$ cat src/rtl/phy_mgmt_pkg.sv
package phy_mgmt_pkg;

    localparam int FRAME_W  = 32;
    localparam int DATA_W   = 16;
    localparam int ADDR_W   = 10;
    localparam int NUM_REGS = 32;
    localparam int RD_BIT   = 29;
    localparam int ADDR_LSB = 18;

    typedef enum logic [1:0] {
        ST_LINK   = 2'd0,
        ST_IDLE   = 2'd1,
        ST_ACCESS = 2'd2
    } mgmt_state_e;

    localparam int REG_CTRL  = 0;
    localparam int REG_STAT  = 1;
    localparam int REG_ADV   = 4;
    localparam int REG_ISRC  = 29;
    localparam int REG_IMASK = 30;

    localparam logic [15:0] CTRL_RST_VAL  = 16'h3000;
    localparam logic [15:0] STAT_RST_VAL  = 16'h7809;
    localparam logic [15:0] ADV_RST_VAL   = 16'h01E1;
    localparam logic [15:0] CTRL_KEEP     = 16'h7980;
    localparam logic [15:0] IMASK_KEEP    = 16'h00FF;
    localparam logic [15:0] STAT_LINK     = 16'h0024;
    localparam logic [15:0] STAT_ANEG     = 16'h0020;
    localparam logic [15:0] INT_DOWN      = 16'h0010;
    localparam logic [15:0] INT_UP        = 16'h00C0;
    localparam int          CTRL_SRST_BIT = 15;
    localparam int          CTRL_ANEG_BIT = 12;

endpackage

$ cat src/rtl/phy_reg_file.sv
module phy_reg_file
    import phy_mgmt_pkg::*;
#(
    parameter int P_DATA_W   = DATA_W,
    parameter int P_ADDR_W   = ADDR_W,
    parameter int P_NUM_REGS = NUM_REGS
) (
    input  logic                clk,
    input  logic                rst_n,
    input  logic                acc_en,
    input  logic                acc_rd,
    input  logic [P_ADDR_W-1:0] acc_addr,
    input  logic [P_DATA_W-1:0] acc_wdata,
    input  logic                link_eval,
    input  logic                link_up,
    output logic [P_DATA_W-1:0] rd_data,
    output logic                soft_rst,
    output logic                link_seen,
    output logic                irq,
    output logic [P_DATA_W-1:0] ctrl_q,
    output logic [P_DATA_W-1:0] stat_q,
    output logic [P_DATA_W-1:0] adv_q,
    output logic [P_DATA_W-1:0] isrc_q,
    output logic [P_DATA_W-1:0] imask_q
);

    localparam int IDX_W = $clog2(P_NUM_REGS);
    localparam logic [IDX_W-1:0] IDX_CTRL  = IDX_W'(REG_CTRL);
    localparam logic [IDX_W-1:0] IDX_STAT  = IDX_W'(REG_STAT);
    localparam logic [IDX_W-1:0] IDX_ADV   = IDX_W'(REG_ADV);
    localparam logic [IDX_W-1:0] IDX_ISRC  = IDX_W'(REG_ISRC);
    localparam logic [IDX_W-1:0] IDX_IMASK = IDX_W'(REG_IMASK);

    logic             in_range;
    logic [IDX_W-1:0] idx;
    logic             wr_hit;

    assign in_range = (acc_addr < P_ADDR_W'(P_NUM_REGS));
    assign idx      = acc_addr[IDX_W-1:0];
    assign wr_hit   = acc_en && !acc_rd && in_range;
    assign soft_rst = wr_hit && (idx == IDX_CTRL) && acc_wdata[CTRL_SRST_BIT];
    assign irq      = |(isrc_q & imask_q);

    always_comb begin
        rd_data = '0;
        if (in_range) begin
            case (idx)
                IDX_CTRL:  rd_data = ctrl_q;
                IDX_STAT:  rd_data = stat_q;
                IDX_ADV:   rd_data = adv_q;
                IDX_ISRC:  rd_data = isrc_q;
                IDX_IMASK: rd_data = imask_q;
                default:   rd_data = '0;
            endcase
        end
    end

    always_ff @(posedge clk) begin
        if (!rst_n || soft_rst) begin
            ctrl_q  <= P_DATA_W'(CTRL_RST_VAL);
            stat_q  <= P_DATA_W'(STAT_RST_VAL);
            adv_q   <= P_DATA_W'(ADV_RST_VAL);
            isrc_q  <= '0;
            imask_q <= '0;
            if (!rst_n) link_seen <= 1'b0;
        end else if (link_eval) begin
            link_seen <= link_up;
            if (link_up) begin
                stat_q <= stat_q | P_DATA_W'(STAT_LINK);
                isrc_q <= isrc_q | P_DATA_W'(INT_UP);
            end else begin
                stat_q <= stat_q & ~P_DATA_W'(STAT_LINK);
                isrc_q <= isrc_q | P_DATA_W'(INT_DOWN);
            end
        end else if (acc_en && in_range) begin
            if (acc_rd) begin
                if (idx == IDX_ISRC) isrc_q <= '0;
            end else begin
                case (idx)
                    IDX_CTRL: begin
                        ctrl_q <= acc_wdata & P_DATA_W'(CTRL_KEEP);
                        if (acc_wdata[CTRL_ANEG_BIT])
                            stat_q <= stat_q | P_DATA_W'(STAT_ANEG);
                    end
                    IDX_ADV:   adv_q   <= acc_wdata;
                    IDX_IMASK: imask_q <= acc_wdata & P_DATA_W'(IMASK_KEEP);
                    default: ;
                endcase
            end
        end
    end

endmodule

$ cat config.mk
export PLATFORM = sky130hd
export DESIGN_NAME = phy_reg_file
export DESIGN_NICKNAME = d
export VERILOG_FILES = /design/src/rtl/phy_mgmt_pkg.sv /design/src/rtl/phy_reg_file.sv
export SDC_FILE = /design/constraint.sdc
export NUM_CORES = 1
export LEC_CHECK = 0
export ABC_CLOCK_PERIOD_IN_PS = 3000
export BUFFER_PORTS_ARGS = -buffer_cell sky130_fd_sc_hd__buf_2
export CORE_MARGIN = 4
export CORE_UTILIZATION = 46
export DETAILED_ROUTE_END_ITERATION = 10
export PLACE_DENSITY = 0.85
export SETUP_SLACK_MARGIN = 0.05
export SLEW_MARGIN = 5
export SYNTH_ARGS = -nofsm -noshare
export SYNTH_HDL_FRONTEND = slang
export SYNTH_SLANG_ARGS = --single-unit
$ cat constraint.sdc
create_clock -name clk -period 3 [get_ports clk]
set_input_delay 0 -clock clk [delete_from_list [all_inputs] [get_ports clk]]
set_output_delay 0 -clock clk [all_outputs]
set_load 0.03 [all_outputs]
== Word-level counts from Yosys, hierarchy flattened ==
Index checks and enable logic that the tools add are counted.

* Magnitude comparators: 1
* Equal/unequal tests: 8
* Mux-type cells: 16
* Bitwise gates (word level): 3
* Reductions and logical operators: 24

{| class="wikitable"
|+ Operators by type and width
! kind !! number
|-
| 16-bit two-way mux || 5
|-
| 16-bit one-hot mux with 5 select lines || 1
|-
| 6-bit two-way mux || 6
|-
| 4-bit AND reduction || 7
|-
| 16-bit by 8-bit bitwise AND with 16-bit output || 1
|-
| 16-bit OR reduction || 1
|-
| 2-bit nonzero test || 6
|-
| 5-bit == test, second input constant || 2
|-
| 10-bit by 6-bit less-than comparator with 1-bit output, second input constant || 1
|-
| 8-bit two-way mux || 1
|-
| 5-bit by 1-bit == test with 1-bit output, second input constant || 1
|-
| 5-bit by 3-bit == test with 1-bit output, second input constant || 1
|-
| 1-bit logical AND || 5
|-
| 5-bit logical NOT || 1
|-
| 2-bit by 1-bit inequality test with 1-bit output, second input constant || 2
|-
| 2-bit inequality test, second input constant || 2
|-
| 1-bit two-way mux || 3
|-
| 1-bit logical NOT || 2
|-
| 1-bit inverter || 2
|-
| 2-bit AND reduction || 1
|-
| 1-bit logical OR || 1
|}

* Bits in registers: 49
* Input bits: 32

== Longest topological paths before layout ==
* Depth in word-level cells: 8
* Gate-level depth with buffers: 7
* Mapped depth without buffers: 4

== Worst setup path before layout ==
OpenSTA, ideal clock, no wires.

* Path type: input-to-reg
* From: in acc_addr[1]
* To: reg link_seen (enable)
* Setup time: 0.259 ns
* Arrival time: 1.334 ns
* Required time: 2.741 ns
* Setup slack: 1.407 ns
* Cell stages on the path: 5
* Cell sequence: buf_6 > or4_4 > nor4_4 > and3_1 > o21ai_0

* Longest elaborated chain between the ends: 7
* Elaborated cells on any way between the ends: 9
* Classes of those cells: 1 x order compare; 1 x eq/ne; 7 x reduce/logical

{| class="wikitable"
|+ Ends and longest elaborated chain
! item !! RTL line !! RTL
|-
| from (decl) || phy_reg_file.sv:12 || <nowiki>input logic [P_ADDR_W-1:0] acc_addr,</nowiki>
|-
| 10-bit by 6-bit less-than comparator with 1-bit output || phy_reg_file.sv:38 || <nowiki>assign in_range = (acc_addr < P_ADDR_W'(P_NUM_REGS));</nowiki>
|-
| 1-bit logical AND || phy_reg_file.sv:40 || <nowiki>assign wr_hit = acc_en && !acc_rd && in_range;</nowiki>
|-
| 1-bit logical AND * (2 in series) || phy_reg_file.sv:41 || <nowiki>assign soft_rst = wr_hit && (idx == IDX_CTRL) && acc_wdata[CTRL_SRST_BIT];</nowiki>
|-
| net soft_rst || phy_reg_file.sv:17 || <nowiki>output logic soft_rst,</nowiki>
|-
| 1-bit logical OR * || phy_reg_file.sv:59 || <nowiki>if (!rst_n || soft_rst) begin</nowiki>
|-
| 2-bit inequality test (no source line) / 2-bit nonzero test (equally long branches) || -- ||
|-
| 2-bit AND reduction (no source line) * || -- ||
|-
| to (signal assigned) || phy_reg_file.sv:67 || <nowiki>link_seen <= link_up;</nowiki>
|-
| to (decl) || phy_reg_file.sv:18 || <nowiki>output logic link_seen,</nowiki>
|}

Mark *: on every way through the listed nets, which the timed path passes. The rest lies on a longest branch.
A chain may end at the register's enable or synchronous reset.

== Worst setup path in the final report ==
* From: in acc_addr[1]
* To: out rd_data[5]

* Longest elaborated chain between the ends: 3
* Elaborated cells on any way between the ends: 8
* Classes of those cells: 1 x order compare; 4 x eq/ne; 2 x mux; 1 x reduce/logical

{| class="wikitable"
|+ Ends and longest elaborated chain
! item !! RTL line !! RTL
|-
| parallel branches: the longest is 2 deep, another holds 10-bit by 6-bit less-than comparator with 1-bit output || -- ||
|-
| 16-bit two-way mux * || phy_reg_file.sv:46 || <nowiki>if (in_range) begin</nowiki>
|-
| to (decl) || phy_reg_file.sv:16 || <nowiki>output logic [P_DATA_W-1:0] rd_data,</nowiki>
|}

Mark *: on every way between the ends.

==> insert_results.sql <==
INSERT INTO impl_metrics (metric_group, metric, value, unit) VALUES
('status', 'outcome', 'complete, no violations', ''),
('critical_path', 'critical_path.top_delay_family', 'simple AND/OR/NAND/NOR gates', ''),
('global_route', 'globalRouteMet3Util', '5.541', '%'),
('logic_synthesis', 'postSynth.topFlopCell', 'sky130_fd_sc_hd__dfxtp_1', ''),
('clocking', 'post_cts_resize_count', '0', ''),
('global_route', 'grt_most_used_layer', 'met2', ''),
('critical_path', 'worstSetupEndpointType', 'output port', ''),
('logic_synthesis', 'ys_ff_latch', '35', ''),
('routing', 'wirelength', '5972', 'µm'),
('power', 'highest_ir_drop_seen_on_vdd', '288.8', 'µV'),
('place', 'place_area', '2331', 'µm²'),
('logic_synthesis', 'yosysTopAreaCell', 'sky130_fd_sc_hd__dfxtp_1', ''),
('logic_synthesis', 'synth_top_cells_by_count', 'sky130_fd_sc_hd__buf_4 (47), sky130_fd_sc_hd__dfxtp_1 (34), sky130_fd_sc_hd__mux2i_1 (31), sky130_fd_sc_hd__nor2_1 (31), sky130_fd_sc_hd__nand2_1 (22)', ''),
('layout', 'final_nets', '364', ''),
('logic_synthesis', 'synth-edff-count', '1', ''),
('job', 'max_cap_violations', '0', ''),
('sta', 'fin_ws', '1.210', 'ns'),
('routing', 'route.detailed.drc', '0', ''),
('critical_path', 'cp_slowest_cell', 'sky130_fd_sc_hd__and2_1', ''),
('place', 'preCtsSetupSlack', '1.117', 'ns'),
('sta', 'fin_crit', '1.790', 'ns'),
('logic_synthesis', 'post_synth_instance_area', '2102', 'µm²'),
('clocking', 'cts_buffer_depth', '2', ''),
('routing', 'routedWlPerCell', '15.51', 'µm'),
('power', 'totalPowerFinal', '1.087', 'mW'),
('global_route', 'global_route.usage.total', '21.60', '%'),
('global_route', 'vias_in_the_first_global_route', '1887', ''),
('clocking', 'numClockSinks', '35', ''),
('critical_path', 'critPathLaunchType', 'primary input', ''),
('floorplan', 'core_area', '4384', 'µm²'),
('layout', 'final_util', '59.39', '%'),
('critical_path', 'arrival', '1.79', 'ns'),
('clocking', 'cts_tree', 'done', ''),
('critical_path', 'critical_path.max_stage_delay', '0.68', 'ns'),
('worst_hold_path', 'min_delay_worst_endpoint', 'link_seen', ''),
('worst_hold_path', 'whs_path_depth', '2', ''),
('global_route', 'grtUsageMet1', '26.20', '%'),
('sta', 'f_max', '558.7', 'MHz'),
('critical_path', 'crit_path_frequent_cell', 'sky130_fd_sc_hd__buf_2', ''),
('sta', 'sum_of_negative_setup_slack', '0', 'ns'),
('layout', 'post_route_standard_cell_area_excluding_fillers', '2604', 'µm²'),
('critical_path', 'worst_ep_required_time', '3.00', 'ns'),
('global_route', 'global_route_wire_length_before_repair', '9266', 'µm'),
('global_route', 'globalRoute.totalOverflow', '0', ''),
('routing', 'route.antenna.remaining_nets', '0', ''),
('logic_synthesis', 'synth.most_common_cell', 'sky130_fd_sc_hd__buf_4', ''),
('layout', 'antennaDiodeCount', '0', ''),
('global_route', 'largest_net_degree_at_the_start_of_global_routing', '28', ''),
('critical_path', 'path_class', 'in2out', ''),
('logic_synthesis', 'syn_area_per_cell', '8.832', 'µm²'),
('floorplan', 'floorplan.initialDensity', '47.95', '%'),
('sta', 'rsz_0062_raised_after_global_routing', 'false', ''),
('worst_hold_path', 'worstHoldStart', 'rst_n', ''),
('routing', 'route.detailed.vias_per_inst', '5.109', ''),
('sta', 'final_hold_slack', '0.01571', 'ns'),
('clocking', 'clk_latency', '0.30', 'ns'),
('critical_path', 'crit_path_cell_trace', 'buf_2 > nor3_1 > and2_1 > o41ai_2 > buf_4 > a21oi_1 > buf_2', ''),
('place', 'post-dp-hpwl', '4176', 'µm'),
('place', 'place_inst', '361', ''),
('power', 'p_per_area', '417.5', 'nW/µm²'),
('floorplan', 'row_count', '24', ''),
('global_route', 'grt_antenna_before_repair', '0', ''),
('sta', 'setup_viol', '0', ''),
('worst_hold_path', 'timing.hold.worst.class', 'in2reg', ''),
('floorplan', 'floorplan.die_area', '5715', 'µm²'),
('clocking', 'cts_max_level', '2', ''),
('layout', 'area.growth.synth_to_final', '23.87', '%'),
('clocking', 'clock_tree.root_cell', 'sky130_fd_sc_hd__clkbuf_8', ''),
('floorplan', 'floorplan.io_pins', '131', ''),
('logic_synthesis', 'ys_top_cells_by_area', 'sky130_fd_sc_hd__dfxtp_1 (32%), sky130_fd_sc_hd__buf_4 (17%), sky130_fd_sc_hd__mux2i_1 (15%)', ''),
('clocking', 'numCtsBuffers', '5', '');
-- worst reg2reg max path: cells and delay by family (launching register included) --
family,cells,cell delay [ns]
flip-flops,1,0.35
AO/OA/AOI/OAI,1,0.33
AND/OR/NAND/NOR,1,0.16
-- cell families (layout without fill, tap and decap cells) --
family	after synthesis	after routing	share of synthesized area, %
AOI/OAI and AO/OA	31	31	10.06
buffers and inverters	61	113	21.01
and+or+nand+nor	78	78	20.00
other	2	45	0.3573
DFF	35	35	33.81
muxes	31	31	14.76
-- power breakdown --
group / switching [mW] / internal [mW]
clock: 0.184 / 0.247
sequential: 0.00440 / 0.471
combinational: 0.136 / 0.0444
-- flip-flops by register name, summed over array words and instances (netlist names) --
| register | cells |
|---|---|
| adv_q | 16 |
| stat_q | 2 |
| ctrl_q | 6 |
| isrc_q | 2 |
| link_seen | 1 |
| imask_q | 8 |
-- what timing repair did --
action	in CTS	in global routing
hold endpoints to repair	29	0
hold buffers	16	0
setup buffers	0	0
-- per-layer routing --
layer	vias to the layer above	part of all wire [%]
met2	118	51
met1	920	37
met4	0	1.9
met3	11	9.7
li1	918	-
met5	-	0
-- layout by cell type, fill, tap and decap left out, drive strengths merged, types with 3 or more instances in the layout --
master,n
clkbuf,5
nand2,22
a21oi,10
nor3,3
and3,5
dlygate4sd3,16
inv,3
o21ai,6
conb,45
nor2,31
dfxtp,34
nor4,4
mux2i,31
buf,86
a22oi,5
-- how the worst max path moves through the flow --
stage | from | endpoint | slack (ns) | cells past startpoint
2_1_floorplan | acc_addr[1] | link_seen | 1.41 | 5
3_3_place_gp | acc_addr[8] | link_seen | 1.17 | 5
3_5_place_dp | acc_addr[8] | link_seen | 1.12 | 5
4_1_cts | acc_addr[1] | rd_data[5] | 1.24 | 7
5_1_grt | acc_addr[1] | rd_data[5] | 1.02 | 7
6_report | acc_addr[1] | rd_data[5] | 1.21 | 7
-- final cells by class --
type / instances / area [µm²] / area share (%)
multi-input cells: 185 / 1111 / 42.67
flip-flops and latches: 35 / 710.7 / 27.29
clock inverters: 3 / 43.79 / 1.682
inverters: 3 / 11.26 / 0.4325
clock buffers: 5 / 68.82 / 2.643
well taps: 52 / 65.06 / 2.499
repair buffers: 102 / 593.1 / 22.78
Note: power is estimated with default switching activity, not from simulation.
